## src/rtl/wdt_guard_pkg.sv

```systemverilog
`timescale 1ns/1ps
package wdt_guard_pkg;
    typedef enum logic [1:0] {KEY_IDLE, KEY_WAIT, KEY_OPEN} key_state_t;
    typedef enum logic [1:0] {DOG_RUN, DOG_ARMED, DOG_BITE} dog_state_t;

    localparam logic [7:0] KEY_FIRST  = 8'hAA;
    localparam logic [7:0] KEY_SECOND = 8'h55;

    // control register bit positions
    localparam int CB_RESTART = 0;
    localparam int CB_RSTEN   = 1;
    localparam int CB_FLAG    = 2;
    localparam int CB_CAUSE   = 3;
endpackage

```

## src/rtl/wdt_divider.sv

```systemverilog
`timescale 1ns/1ps
module wdt_divider #(
    parameter int TAP_BASE = 17,
    parameter int TAP_STEP = 3,
    parameter int SEL_W    = 2
) (
    input  logic             clk,
    input  logic             rst_n,
    input  logic             clr,
    input  logic [SEL_W-1:0] sel,
    output logic             hit
);
    localparam int NTAPS = 1 << SEL_W;
    localparam int CNT_W = TAP_BASE + (NTAPS - 1) * TAP_STEP;

    logic [CNT_W-1:0] cnt;
    logic [NTAPS-1:0] tap_full;

    // one all-ones detector per selectable interval
    generate
        for (genvar g = 0; g < NTAPS; g++) begin : g_tap
            localparam int TW = TAP_BASE + g * TAP_STEP;
            assign tap_full[g] = &cnt[TW-1:0];
        end
    endgenerate

    assign hit = tap_full[sel];

    always_ff @(posedge clk or negedge rst_n) begin
        if (!rst_n) begin
            cnt <= '0;
        end else if (clr) begin
            cnt <= '0;
        end else begin
            cnt <= cnt + 1'b1;
        end
    end
endmodule

```

## src/rtl/wdt_key_fsm.sv

```systemverilog
`timescale 1ns/1ps
module wdt_key_fsm
    import wdt_guard_pkg::*;
#(
    parameter int TA_WAIT = 3,
    parameter int TA_OPEN = 3
) (
    input  logic       clk,
    input  logic       rst_n,
    input  logic       flush,
    input  logic       tick,
    input  logic       key_wr,
    input  logic [7:0] key_data,
    output logic       win_open
);
    localparam int LIM = (TA_WAIT > TA_OPEN) ? TA_WAIT : TA_OPEN;
    localparam int CW  = $clog2(LIM + 1);

    key_state_t    st, st_nx;
    logic [CW-1:0] cnt, cnt_nx;

    // next-state logic
    always_comb begin
        st_nx  = st;
        cnt_nx = cnt;
        if (flush) begin
            st_nx  = KEY_IDLE;
            cnt_nx = '0;
        end else begin
            unique case (st)
                KEY_IDLE: begin
                    cnt_nx = '0;
                    if (key_wr && key_data == KEY_FIRST) st_nx = KEY_WAIT;
                end
                KEY_WAIT: begin
                    if (key_wr) begin
                        cnt_nx = '0;
                        if (key_data == KEY_SECOND)     st_nx = KEY_OPEN;
                        else if (key_data == KEY_FIRST) st_nx = KEY_WAIT;
                        else                            st_nx = KEY_IDLE;
                    end else if (tick) begin
                        if (cnt == CW'(TA_WAIT - 1)) begin
                            st_nx  = KEY_IDLE;
                            cnt_nx = '0;
                        end else begin
                            cnt_nx = cnt + 1'b1;
                        end
                    end
                end
                KEY_OPEN: begin
                    if (key_wr) begin
                        cnt_nx = '0;
                        st_nx  = (key_data == KEY_FIRST) ? KEY_WAIT : KEY_IDLE;
                    end else if (tick) begin
                        if (cnt == CW'(TA_OPEN - 1)) begin
                            st_nx  = KEY_IDLE;
                            cnt_nx = '0;
                        end else begin
                            cnt_nx = cnt + 1'b1;
                        end
                    end
                end
                default: begin
                    st_nx  = KEY_IDLE;
                    cnt_nx = '0;
                end
            endcase
        end
    end

    // state register
    always_ff @(posedge clk or negedge rst_n) begin
        if (!rst_n) begin
            st  <= KEY_IDLE;
            cnt <= '0;
        end else begin
            st  <= st_nx;
            cnt <= cnt_nx;
        end
    end

    // outputs
    always_comb begin
        win_open = (st == KEY_OPEN);
    end
endmodule

```

## src/rtl/wdt_bite_fsm.sv

```systemverilog
`timescale 1ns/1ps
module wdt_bite_fsm
    import wdt_guard_pkg::*;
#(
    parameter int RST_DELAY = 512,
    parameter int RST_CLKS  = 8
) (
    input  logic clk,
    input  logic rst_n,
    input  logic arm,
    input  logic restart,
    output logic bite,
    output logic enter_bite
);
    localparam int LIM = (RST_DELAY > RST_CLKS) ? RST_DELAY : RST_CLKS;
    localparam int CW  = $clog2(LIM + 1);

    dog_state_t    st, st_nx;
    logic [CW-1:0] cnt, cnt_nx;

    // next-state logic
    always_comb begin
        st_nx  = st;
        cnt_nx = cnt;
        unique case (st)
            DOG_RUN: begin
                cnt_nx = '0;
                if (arm) st_nx = DOG_ARMED;
            end
            DOG_ARMED: begin
                if (restart) begin
                    st_nx  = DOG_RUN;
                    cnt_nx = '0;
                end else if (cnt == CW'(RST_DELAY - 1)) begin
                    st_nx  = DOG_BITE;
                    cnt_nx = '0;
                end else begin
                    cnt_nx = cnt + 1'b1;
                end
            end
            DOG_BITE: begin
                if (cnt == CW'(RST_CLKS - 1)) begin
                    st_nx  = DOG_RUN;
                    cnt_nx = '0;
                end else begin
                    cnt_nx = cnt + 1'b1;
                end
            end
            default: begin
                st_nx  = DOG_RUN;
                cnt_nx = '0;
            end
        endcase
    end

    // state register
    always_ff @(posedge clk or negedge rst_n) begin
        if (!rst_n) begin
            st  <= DOG_RUN;
            cnt <= '0;
        end else begin
            st  <= st_nx;
            cnt <= cnt_nx;
        end
    end

    // outputs
    always_comb begin
        bite       = (st == DOG_BITE);
        enter_bite = (st == DOG_ARMED) && (st_nx == DOG_BITE);
    end
endmodule

```

## src/rtl/wdt_guard.sv

```systemverilog
`timescale 1ns/1ps
module wdt_guard
    import wdt_guard_pkg::*;
#(
    parameter int                ADDR_W    = 8,
    parameter logic [ADDR_W-1:0] CTRL_ADDR = 'h40,
    parameter logic [ADDR_W-1:0] KEY_ADDR  = 'h41,
    parameter int                TAP_BASE  = 17,
    parameter int                TAP_STEP  = 3,
    parameter int                RST_DELAY = 512,
    parameter int                RST_CLKS  = 8,
    parameter int                TA_WAIT   = 3,
    parameter int                TA_OPEN   = 3
) (
    input  logic              clk,
    input  logic              rst_n,
    input  logic              tick,
    input  logic              wr_en,
    input  logic [ADDR_W-1:0] wr_addr,
    input  logic [7:0]        wr_data,
    input  logic [1:0]        tmo_sel,
    input  logic              wd_ie,
    input  logic              glb_ie,
    output logic              wd_rst,
    output logic              wd_irq,
    output logic              tmo_flag,
    output logic              rst_cause,
    output logic              wdt_rst_en
);
    logic ctrl_wr, key_wr, win_open;
    logic restart_acc, div_clr, hit, hit_eff;
    logic bite, enter_bite;

    assign ctrl_wr     = wr_en && (wr_addr == CTRL_ADDR);
    assign key_wr      = wr_en && (wr_addr == KEY_ADDR);
    assign restart_acc = ctrl_wr && win_open && wr_data[CB_RESTART];
    assign div_clr     = restart_acc || bite;
    assign hit_eff     = hit && !div_clr;

    wdt_divider #(
        .TAP_BASE(TAP_BASE),
        .TAP_STEP(TAP_STEP),
        .SEL_W   (2)
    ) u_div (
        .clk  (clk),
        .rst_n(rst_n),
        .clr  (div_clr),
        .sel  (tmo_sel),
        .hit  (hit)
    );

    wdt_key_fsm #(
        .TA_WAIT(TA_WAIT),
        .TA_OPEN(TA_OPEN)
    ) u_key (
        .clk     (clk),
        .rst_n   (rst_n),
        .flush   (bite),
        .tick    (tick),
        .key_wr  (key_wr),
        .key_data(wr_data),
        .win_open(win_open)
    );

    wdt_bite_fsm #(
        .RST_DELAY(RST_DELAY),
        .RST_CLKS (RST_CLKS)
    ) u_bite (
        .clk       (clk),
        .rst_n     (rst_n),
        .arm       (hit_eff && wdt_rst_en),
        .restart   (restart_acc),
        .bite      (bite),
        .enter_bite(enter_bite)
    );

    // control and status bits
    always_ff @(posedge clk or negedge rst_n) begin
        if (!rst_n) begin
            wdt_rst_en <= 1'b0;
            tmo_flag   <= 1'b0;
            rst_cause  <= 1'b0;
        end else begin
            if (enter_bite) begin
                tmo_flag  <= 1'b0;
                rst_cause <= 1'b1;
            end else begin
                if (hit_eff)                          tmo_flag  <= 1'b1;
                else if (ctrl_wr && !wr_data[CB_FLAG])  tmo_flag  <= 1'b0;
                if (ctrl_wr && !wr_data[CB_CAUSE])      rst_cause <= 1'b0;
            end
            if (ctrl_wr && win_open) wdt_rst_en <= wr_data[CB_RSTEN];
        end
    end

    assign wd_rst = bite;
    assign wd_irq = tmo_flag && wd_ie && glb_ie;
endmodule

```

## config.mk

```make
export PLATFORM = sky130hd
export DESIGN_NAME = wdt_guard
export DESIGN_NICKNAME = d
export VERILOG_FILES = /design/src/rtl/wdt_guard_pkg.sv /design/src/rtl/wdt_divider.sv /design/src/rtl/wdt_key_fsm.sv /design/src/rtl/wdt_bite_fsm.sv /design/src/rtl/wdt_guard.sv
export SDC_FILE = /design/constraint.sdc
export NUM_CORES = 1
export LEC_CHECK = 0
export BUFFER_PORTS_ARGS = -buffer_cell sky130_fd_sc_hd__buf_2
export CORE_ASPECT_RATIO = 1.4
export CORE_MARGIN = 2
export CORE_UTILIZATION = 55
export CTS_CLUSTER_DIAMETER = 60
export DETAILED_ROUTE_END_ITERATION = 7
export PLACE_DENSITY = 0.84
export SKIP_LAST_GASP = 1
export SLEW_MARGIN = 20
export SYNTH_ARGS = -nofsm -noshare
export SYNTH_HDL_FRONTEND = slang
export SYNTH_SLANG_ARGS = --single-unit
```

## constraint.sdc

```tcl
create_clock -name clk -period 2.7 [get_ports clk]
set_input_delay 0.27 -clock clk [delete_from_list [all_inputs] [get_ports clk]]
set_output_delay 0.27 -clock clk [all_outputs]
set_load 0.005 [all_outputs]
```

==> metrics.yaml, run 1 <==
run_status:
  outcome: "finished clean"
power_and_ir_drop:
  peakVddDrop_v: 0.000353
  pwr-share-seq: 0.599
  clockPowerShare: 0.363
  p_int_uw: 873
  p_leak_nw: 1.25
  combPwrFrac: 0.038
  swShare: 0.223
  p_sw_uw: 250
  pwr_density_cell_mw_per_mm2: 403
sta:
  rsz0062_at_grt: "no"
  worstMarginPinSlew_ns: 0.547
  slew_headroom: 0.635
  fin_setup_tns_ns: 0
  clock.fmax_mhz: 421
  finalCritPeriodShare: 0.881
  timing.final.crit_period_ns: 2.38
  skew_ns: 0.00538
  finalHoldViolCount: 0
  finalMaxSlewViolations: 0
  setup_viol: 0
logic_synthesis:
  synth_seq_cells: 45
  synth.avg_cell_area_um2: 9.65
  synth_top_cell_by_area: "dfrtp_1"
  ys_warn_count: 0
  synth-edff-count: 0
  syn-cell-area_mm2: 0.00245
  yosysUniqueCellTypes: 45
  synth-main-ff-cell: "dfrtp_1"
  postSynthCellCount: 254
  synth_top_area_share: 0.459
  synth.most_common_cell: "nor2_1"
  netlist_top_cells_area: "dfrtp_1 46%, nor2_1 7.0%, xor2_1 6.4%"
  syn_nets: 289
  synth.yosys.seq_area_share: 0.459
  synth_common_cells: "46 x nor2_1, 45 x dfrtp_1, 18 x nand2_1, 18 x xor2_1, 12 x nand4_1"
  synth-async-reset-ratio: 1.00
detailed_routing:
  drc_errors: 0
  drt_wl_total_um: 4600
  drtAntennaViolNets: 0
  vias: 1924
  vias_per_cell: 5.48
  wl_per_cell_um: 13.1
  drtIter0Drc: 81
  drt_first_pass_iters: 4
clocking:
  cts.sinks: 45
  cts_tree: "yes"
  worstSkewPairLatency_ns: 0.30
  numCtsBuffers: 5
  clk_path_buf_depth: 2
  cts_root_buffer: "clkbuf_8"
  clkTransAtPathRegs_ns: 0.08
  cts-htree-levels: 2
hold_path:
  hold-path-cell-count: 2
  hold_class: "in2reg"
grt:
  grt_usage: 0.209
  gr-total-overflow: 0
  grt_max_degree: 46
  grt_pass1_vias: 2021
  grt_pass1_wl_um: 8270
  grt_antenna_before_repair: 0
die:
  die-area_mm2: 0.00501
  die-width_um: 60.4
  rows: 28
  die_y_um: 83.0
  pin_count: 29
  coreArea_mm2: 0.00427
  start_util: 0.573
placement:
  portBuffers: 28
  dp_hpwl_um: 3510
  place_area_mm2: 0.00268
  place_congestion: 0.783
flow_run:
  cap_violations: 0
critical_path:
  critPathMaxFanout: 5
  startpoint_type: "flop"
  reg2reg_depth: 7
  end_kind: "flop"
  path_class: "reg2reg"
  crit_arrival_ns: 2.57
  crit_required_ns: 2.89
finish:
  nNetsFinal: 325
  stdcell_area_mm2: 0.00279
  final.fill_count: 351
  diodes: 0
  drive_above_1_share: 0.182
  area_growth_pct: 13.8
-- logic make-up after synthesis --
| logic type | share of synthesized area |
|---|---|
| XOR/XNOR | 0.104 |
| AND/OR/NAND/NOR | 0.278 |
| flip-flops | 0.459 |
| adder cells (fa/ha/maj) | 0.0562 |
| buffers and inverters | 0.0189 |
| multiplexers | 0.00459 |
| AO/OA/AOI/OAI | 0.0796 |
-- critical path, stage by stage, from the launching register on --
cell	delay (ns)
dfrtp_1	0.39
ha_1	0.25
or4b_1	0.46
o41ai_2	0.37
o21ai_0	0.24
o21ai_2	0.24
o211ai_1	0.12
a21bo_2	0.20
-- cell type report --
class / instances / area [µm²] / area share
multi-input cells: 197 / 1290 / 0.463
flip-flops and latches: 45 / 1130 / 0.404
repair buffers: 32 / 175 / 0.0628
well taps: 60 / 75.1 / 0.0269
clock buffers: 6 / 72.6 / 0.0260
inverters: 9 / 33.8 / 0.0121
clock inverters: 2 / 15.0 / 0.00538
-- state kept, by name, indices dropped and copies added, names as in the netlist --
name,cells
u_div.cnt,26
u_bite.cnt,10
u_bite.st,2
u_key.cnt,2
u_key.st,2
rst_cause,1
tmo_flag,1
wdt_rst_en,1
-- cell usage in the layout (no fill, tap or decap), types with 3 or more instances in the layout --
cell type / instances
a21oi_1: 10
and2_1: 3
and3_1: 5
buf_2: 27
buf_4: 4
clkbuf_8: 5
dfrtp_1: 45
ha_1: 11
inv_1: 9
nand2_1: 18
nand3_1: 11
nand3b_1: 5
nand4_1: 12
nor2_1: 46
nor3_1: 6
o21ai_0: 4
xnor2_1: 11
xor2_1: 18
-- power groups by stage --
stage | sequential (mW) | clock, mW | combinational, mW
2_1_floorplan | 0.687 | 0 | 0.00732
5_1_grt | 0.673 | 0.444 | 0.0490
3_5_place_dp | 0.687 | 0 | 0.0411
6_report | 0.673 | 0.408 | 0.0423
3_3_place_gp | 0.687 | 0 | 0.0397
4_1_cts | 0.673 | 0.419 | 0.0410
-- per-stage QoR --
step           hold slack, ns  worst slack (ns)  instances  utilization  power [mW]
2_1_floorplan         -0.0256             0.318        254            -       0.694
3_3_place_gp            0.461             0.310        342        0.626       0.726
3_5_place_dp            0.473             0.212        342        0.626       0.728
4_1_cts                 0.143             0.200        350        0.647        1.13
5_1_grt                 0.235            0.0770        351        0.653        1.17
6_report                0.241             0.322        351        0.653        1.12
-- worst paths after layout --
kind / start / to / slack [ns]
hold reg to reg: u_bite.cnt[0] / u_bite.cnt[0] / 0.49
min in group asynchronous: rst_n / u_div.cnt[7] / 0.50
max in group asynchronous: rst_n / u_bite.st[0] / 1.83
setup reg to reg: u_bite.cnt[0] / tmo_flag / 0.32
hold / removal: wr_data[1] / wdt_rst_en / 0.24
setup / recovery: u_bite.cnt[0] / tmo_flag / 0.32
-- metal layers --
| metal | part of all wire | up-vias | global-route usage |
|---|---|---|---|
| met1 | 0.41 | 945 | 0.237 |
| li1 | - | 958 | - |
| met3 | 0.022 | 5 | 0.0483 |
| met4 | 0.012 | 0 | 0.0711 |
| met2 | 0.56 | 16 | 0.372 |
| met5 | 0 | - | 0 |
-- timing repair --
item                                   in CTS  in global routing
buffers inserted                            0                  0
resized for setup                           0                  2
hold buffers                                0                  1
endpoints found under the hold margin       0                  5
setup endpoints to repair                   0                  2
Note: power is estimated with default switching activity, not from simulation.
==> inputs of run 2 (changes only) <==
Settings changed: CAP_MARGIN from default to 25, PLACE_DENSITY 0.84 to 0.73.
==> run 2 against run 1 <==
  * The flow now finishes with violations (negative hold slack)
  * Final cell count is 0.28% lower
  * Sequential share of layout area is 0.29 points higher
  * Count of clock-buffer cells in the layout is 1 lower
  * First-iteration DRC count is 26% lower
  * Largest cell class unchanged
  * Total power is 1.7% higher
  * Maximum frequency is 2.9% lower
  * Clock power is 5.1% higher
  * Final area is 0.72% lower
  * Wire length is 2.2% lower
  * Register-to-register slack worse by 0.07 ns
  * Worst setup slack worse by 0.072 ns
  * Critical endpoint unchanged
  * Combinational power is 4% lower
==> metrics.yaml, run 2 (synthesized netlist as in run 1, its figures left out) <==
run_status:
  outcome: "finished, violations left"
  violations: "negative hold slack"
critical_path:
  r2r-start: "u_bite.cnt[0]"
  path_cells: "ha_1 -> or4b_1 -> o41ai_1 -> o21ai_0 -> o21ai_2 -> o211ai_1 -> a21bo_2"
  cp_slowest_cell: "o41ai_1"
  cp-startpoint: "u_bite.cnt[0]"
  end_kind: "flop"
  reg2reg_slack_ns: 0.25  # -0.07 ns
  crit_required_ns: 2.91  # +0.02 ns
  startpoint_type: "flop"
  crit_arrival_ns: 2.65  # +0.08 ns
  cpPeakStageDelay_ns: 0.46  # about the same
  critPathMaxFanout: 5  # unchanged
  path_class: "reg2reg"
detailed_routing:
  drt_first_pass_iters: 4  # unchanged
  vias_per_cell: 5.47  # -0.18%
  drc_errors: 0  # unchanged
  vias: 1915  # -0.47%
  drtIter0Drc: 60  # -26%
  drtAntennaViolNets: 0  # unchanged
  wl_per_cell_um: 12.9  # -1.9%
  drt_wl_total_um: 4510  # -2.2%
finish:
  fin_util: 0.648  # -0.00468
  top_register: "u_div.cnt"
  seq_area_mm2: 0.00113  # unchanged
  diodes: 0  # unchanged
  final_cell_mix: "46 x nor2_1, 45 x dfrtp_1, 27 x buf_2, 18 x nand2_1, 18 x xor2_1"
  final_common_cell: "nor2_1"
  nNetsFinal: 324  # -0.31%
  area_growth_pct: 13.0
  multiInputGateArea_mm2: 0.00128  # -0.97%
  largest_reg_flops: 26  # unchanged
  final.fill_count: 360  # +2.6%
  instances_no_fill: 350  # -0.28%
  reg.largest.list: "u_div.cnt x26, u_bite.cnt x10"
  drive_above_1_share: 0.179  # -0.00282
flow_run:
  cap_violations: 0  # unchanged
clocking:
  cts_tree: "yes"
  cts.sinks: 45  # unchanged
  numCtsBuffers: 5  # unchanged
  cts.repair.resized: 0  # unchanged
  clk_path_buf_depth: 2  # unchanged
  worstSkewPairLatency_ns: 0.31  # about the same
  clkTransAtPathRegs_ns: 0.09  # about the same
  cts_root_buffer: "clkbuf_8"
  cts_setup_buffers: 0  # unchanged
  cts_hold_buf: 0  # unchanged
  cts-htree-levels: 2  # unchanged
die:
  die_y_um: 83.0  # unchanged
  die-width_um: 60.4  # unchanged
  start_util: 0.573  # unchanged
  rows: 28  # unchanged
  die-area_mm2: 0.00501  # unchanged
  coreArea_mm2: 0.00427  # unchanged
  pin_count: 29  # unchanged
sta:
  finalHoldViolCount: 45  # +45
  skew_ns: 0.00795  # +0.00256 ns
  fin_setup_tns_ns: 0  # unchanged
  slew_headroom: 0.629  # -0.00657
  finalMaxSlewViolations: 0  # unchanged
  timing.final.crit_period_ns: 2.45  # +0.0716 ns
  finalCritPeriodShare: 0.907  # +0.0265
  clock.fmax_mhz: 408  # -2.9%
  whs_ns: -0.0543  # -0.295 ns
  worstMarginPinSlew_ns: 0.557  # +0.00985 ns
  rsz0062_at_grt: "no"
  setup_viol: 0  # unchanged
grt:
  grt_pass1_wl_um: 7770  # -6.1%
  grt_antenna_before_repair: 0  # unchanged
  grt_use_met3: 0.0389  # -0.00935
  gr-total-overflow: 0  # unchanged
  grt_busiest_layer: "met2"
  use_met2: 0.354  # -0.0178
  grt_usage: 0.198  # -0.0115
  grt_util_met1: 0.229  # -0.00742
  grt_max_degree: 46  # unchanged
  grt_pass1_vias: 1870  # -7.5%
power_and_ir_drop:
  p_leak_nw: 1.25  # +0.21%
  p_int_uw: 874  # about the same
  peakVddDrop_v: 0.000304  # -14%
  pwr_density_cell_mw_per_mm2: 413  # +2.4%
  swShare: 0.235  # +0.0124
  power_mw: 1.14  # +1.7%
  pwr-share-seq: 0.589  # -0.010
  p_sw_uw: 269  # +7.4%
  clockPowerShare: 0.375  # +0.012
  combPwrFrac: 0.036  # -0.002
placement:
  dp.cells: 342  # unchanged
  portBuffers: 28  # unchanged
  dp_hpwl_um: 3270  # -6.8%
  place_congestion: 0.766  # -2.2%
hold_path:
  hold_class: "in2async"
## run 2: worst max-delay path: cells and delay by family (launching register included)
| family | cells | cell delay [ns] |
|---|---|---|
| DFF | 1 | 0.39 |
| and+or+nand+nor | 1 | 0.44 |
| AOI/OAI and AO/OA | 5 | 1.27 |
| adders and majority gates | 1 | 0.24 |
## run 2: per-layer routing
| layer | wire length [µm] | vias to the layer above |
|---|---|---|
| met4 | 72 | 0 |
| met1 | 1940 | 928 |
| li1 | - | 955 |
| met5 | 0 | - |
| met3 | 114 | 6 |
| met2 | 2370 | 26 |
## run 2: power groups by stage
stage          Combinational [mW]  Sequential (mW)  Clock, mW
2_1_floorplan             0.00732            0.687          0
3_3_place_gp               0.0407            0.687          0
3_5_place_dp               0.0412            0.687          0
4_1_cts                    0.0415            0.673      0.441
5_1_grt                    0.0473            0.673      0.463
6_report                   0.0406            0.673      0.429
## run 2: worst paths after layout
| kind | to | depth (start not counted) |
|---|---|---|
| max in group asynchronous | u_div.cnt[25] | 1 |
| max | tmo_flag | 7 |
| min | u_bite.cnt[2] | 1 |
| min reg2reg | u_bite.cnt[0] | 1 |
| max reg2reg | tmo_flag | 7 |
| min in group clk | wdt_rst_en | 2 |
## run 2: through the flow
stage	worst slack, ns	hold slack [ns]	cell area [µm²]
after global routing	0.00876	0.00557	2770
final	0.251	-0.0543	2770
after detailed placement	0.229	0.484	2680
after global placement	0.278	0.465	2680
after floorplan	0.318	-0.0256	2450
after CTS	0.217	0.158	2770
## run 2: cell type report
| type | count | share of cell area |
|---|---|---|
| clock inverter | 3 | 0.00768 |
| clock buffer | 5 | 0.0249 |
| sequential | 45 | 0.407 |
| tap | 60 | 0.0271 |
| multi-input combinational | 197 | 0.462 |
| inverter | 9 | 0.0122 |
| timing repair buffer | 31 | 0.0596 |
==> inputs of run 3 (changes only) <==
Settings changed: CORE_ASPECT_RATIO 1.4 to default.
==> run 3 against run 2 <==
  * Register-to-register slack improved by 0.03 ns
  * Largest power group unchanged
  * Final area rose by 0.59%
  * Count of clock-buffer cells in the layout unchanged
  * Largest cell class unchanged
  * The run still ends with negative hold slack left
  * Hold slack improved by 0.0085 ns
  * Wire length decreased by 1.6%
  * First-iteration DRC count is the same
  * Final cell count down 2.6%
  * Worst setup slack better by 0.034 ns
  * Maximum frequency rose by 1.4%
  * Via count shrank 2.0%
  * Critical path type unchanged
==> metrics.yaml, run 3 (synthesized netlist as in run 1, its figures left out) <==
critical_path:
  reg2reg_depth: 7  # unchanged
  crit_family: "compound AO/OA/AOI/OAI gates"
  critPathBufInv: 0  # unchanged
  startpoint_type: "flop"
  crit_arrival_ns: 2.60  # -0.05 ns
  reg2reg_slack_ns: 0.28  # +0.03 ns
  critPathMaxFanout: 5  # unchanged
  path_class: "reg2reg"
  path_cells: "ha_1 -> or4b_1 -> o41ai_2 -> o21ai_0 -> o21ai_2 -> o211ai_1 -> a21bo_2"
  r2r-start: "u_bite.cnt[0]"
  cpPeakStageDelay_ns: 0.46  # about the same
  cp_slowest_cell: "or4b_1"
  end_kind: "flop"
  crit_required_ns: 2.89  # -0.02 ns
  worstReg2RegEnd: "tmo_flag"
detailed_routing:
  drt_first_pass_iters: 4  # unchanged
  drt_wl_total_um: 4430  # -1.6%
  drtIter0Drc: 60  # unchanged
  vias: 1877  # -2.0%
  drtAntennaViolNets: 0  # unchanged
  vias_per_cell: 5.50  # +0.60%
  wl_per_cell_um: 13.0  # +1.0%
  drc_errors: 0  # unchanged
sta:
  clock.fmax_mhz: 414  # +1.4%
  timing.final.crit_period_ns: 2.42  # -0.0340 ns
  setup_viol: 0  # unchanged
  fin_setup_tns_ns: 0  # unchanged
  slew_headroom: 0.627  # -0.00143
  worstMarginPinSlew_ns: 0.559  # +0.00215 ns
  finalMaxSlewViolations: 0  # unchanged
  skew_ns: 0.00812  # +0.000170 ns
  whs_ns: -0.0458  # +0.00849 ns
  finalCritPeriodShare: 0.895  # -0.0126
  rsz0062_at_grt: "no"
  finalHoldViolCount: 45  # unchanged
flow_run:
  cap_violations: 0  # unchanged
placement:
  place_congestion: 0.833  # +8.8%
  dp_hpwl_um: 3190  # -2.3%
  portBuffers: 28  # unchanged
grt:
  grt_pass1_vias: 1832  # -2.0%
  grt_usage: 0.195  # -0.00290
  grt_max_degree: 46  # unchanged
  gr-total-overflow: 0  # unchanged
  grt_pass1_wl_um: 7910  # +1.8%
  grt_antenna_before_repair: 0  # unchanged
clocking:
  cts.repair.resized: 0  # unchanged
  cts_root_buffer: "clkbuf_8"
  worstSkewPairLatency_ns: 0.29  # -0.02 ns
  numCtsBuffers: 5  # unchanged
  cts_setup_buffers: 0  # unchanged
  cts_hold_buf: 0  # unchanged
  cts_tree: "yes"
  clkTransAtPathRegs_ns: 0.08  # about the same
  cts-htree-levels: 2  # unchanged
  clk_path_buf_depth: 2  # unchanged
  cts.sinks: 45  # unchanged
finish:
  nNetsFinal: 324  # unchanged
  largest_reg_flops: 26  # unchanged
  reg.largest.list: "u_div.cnt x26, u_bite.cnt x10"
  area_growth_pct: 13.6
  final.fill_count: 369  # +2.5%
  final_common_cell: "nor2_1"
  diodes: 0  # unchanged
  fin_util: 0.644  # -0.00374
  drive_above_1_share: 0.183  # +0.00408
  top_register: "u_div.cnt"
  final_cell_mix: "46 x nor2_1, 45 x dfrtp_1, 27 x buf_2, 18 x nand2_1, 18 x xor2_1"
power_and_ir_drop:
  peakVddDrop_v: 0.000345  # +13%
  pwr_density_cell_mw_per_mm2: 431  # +4.5%
  p_leak_nw: 1.26  # +0.78%
die:
  rows: 24  # -14%
  die-area_mm2: 0.00501  # -0.16%
  start_util: 0.567  # -0.00664
  coreArea_mm2: 0.00432  # +1.2%
  pin_count: 29  # unchanged
  die_y_um: 70.8  # -15%
  die-width_um: 70.8  # +17%
hold_path:
  hold_class: "in2async"
run_status:
  outcome: "finished, violations left"
  violations: "negative hold slack"
run 3: cell count changes in the layout (fill, tap and decap cells not counted), sizes merged:
cell / delta
bufinv: +1
inv: -1
clkinvlp: -1
run 3: routing by layer:
metal / GRT usage / share of wire / up-vias
li1: - / - / 952
met1: 0.254 / 0.48 / 880
met2: 0.328 / 0.46 / 39
met3: 0.0427 / 0.045 / 6
met4: 0.0566 / 0.013 / 0
met5: 0 / 0 / -
run 3: per-stage QoR:
stage | setup slack, ns | instance area [µm²] | total power [mW] | instances | hold WS, ns
floorplan | 0.318 | 2450 | 0.694 | 254 | -0.0256
global placement | 0.314 | 2670 | 0.728 | 334 | 0.467
detailed placement | 0.197 | 2670 | 0.729 | 334 | 0.480
CTS | 0.152 | 2770 | 1.22 | 341 | 0.173
global route | 0.0956 | 2790 | 1.25 | 341 | 0.00832
finish | 0.285 | 2790 | 1.20 | 341 | -0.0458
run 3: worst max-delay path by stage:
stage,from,end,slack (ns),cells after the start
after global routing,u_div.cnt[0],rst_cause,0.1,10
after detailed placement,u_bite.cnt[0],tmo_flag,0.20,7
final,u_bite.cnt[0],tmo_flag,0.28,7
after CTS,u_bite.cnt[0],tmo_flag,0.15,7
after floorplan,u_div.cnt[0],rst_cause,0.32,10
after global placement,u_bite.cnt[0],tmo_flag,0.31,7
run 3: where the power goes:
| part | switching, mW | total, mW | leakage, nW | internal (mW) |
|---|---|---|---|---|
| logic | 0.0246 | 0.0414 | 0.590 | 0.0168 |
| clock network | 0.217 | 0.486 | 0.0540 | 0.269 |
| registers | 0.0000132 | 0.673 | 0.615 | 0.673 |
| total | 0.242 | 1.20 | 1.26 | 0.959 |
run 3: layout make-up:
class                   count  area (µm²)  share of cell area
clock buffers               5        68.8              0.0247
clock inverters             2        35.0              0.0126
inverters                   9        33.8              0.0121
multi-input cells         197        1290               0.464
flip-flops and latches     45        1130               0.404
well taps                  52        65.1              0.0234
repair buffers             31         165              0.0593
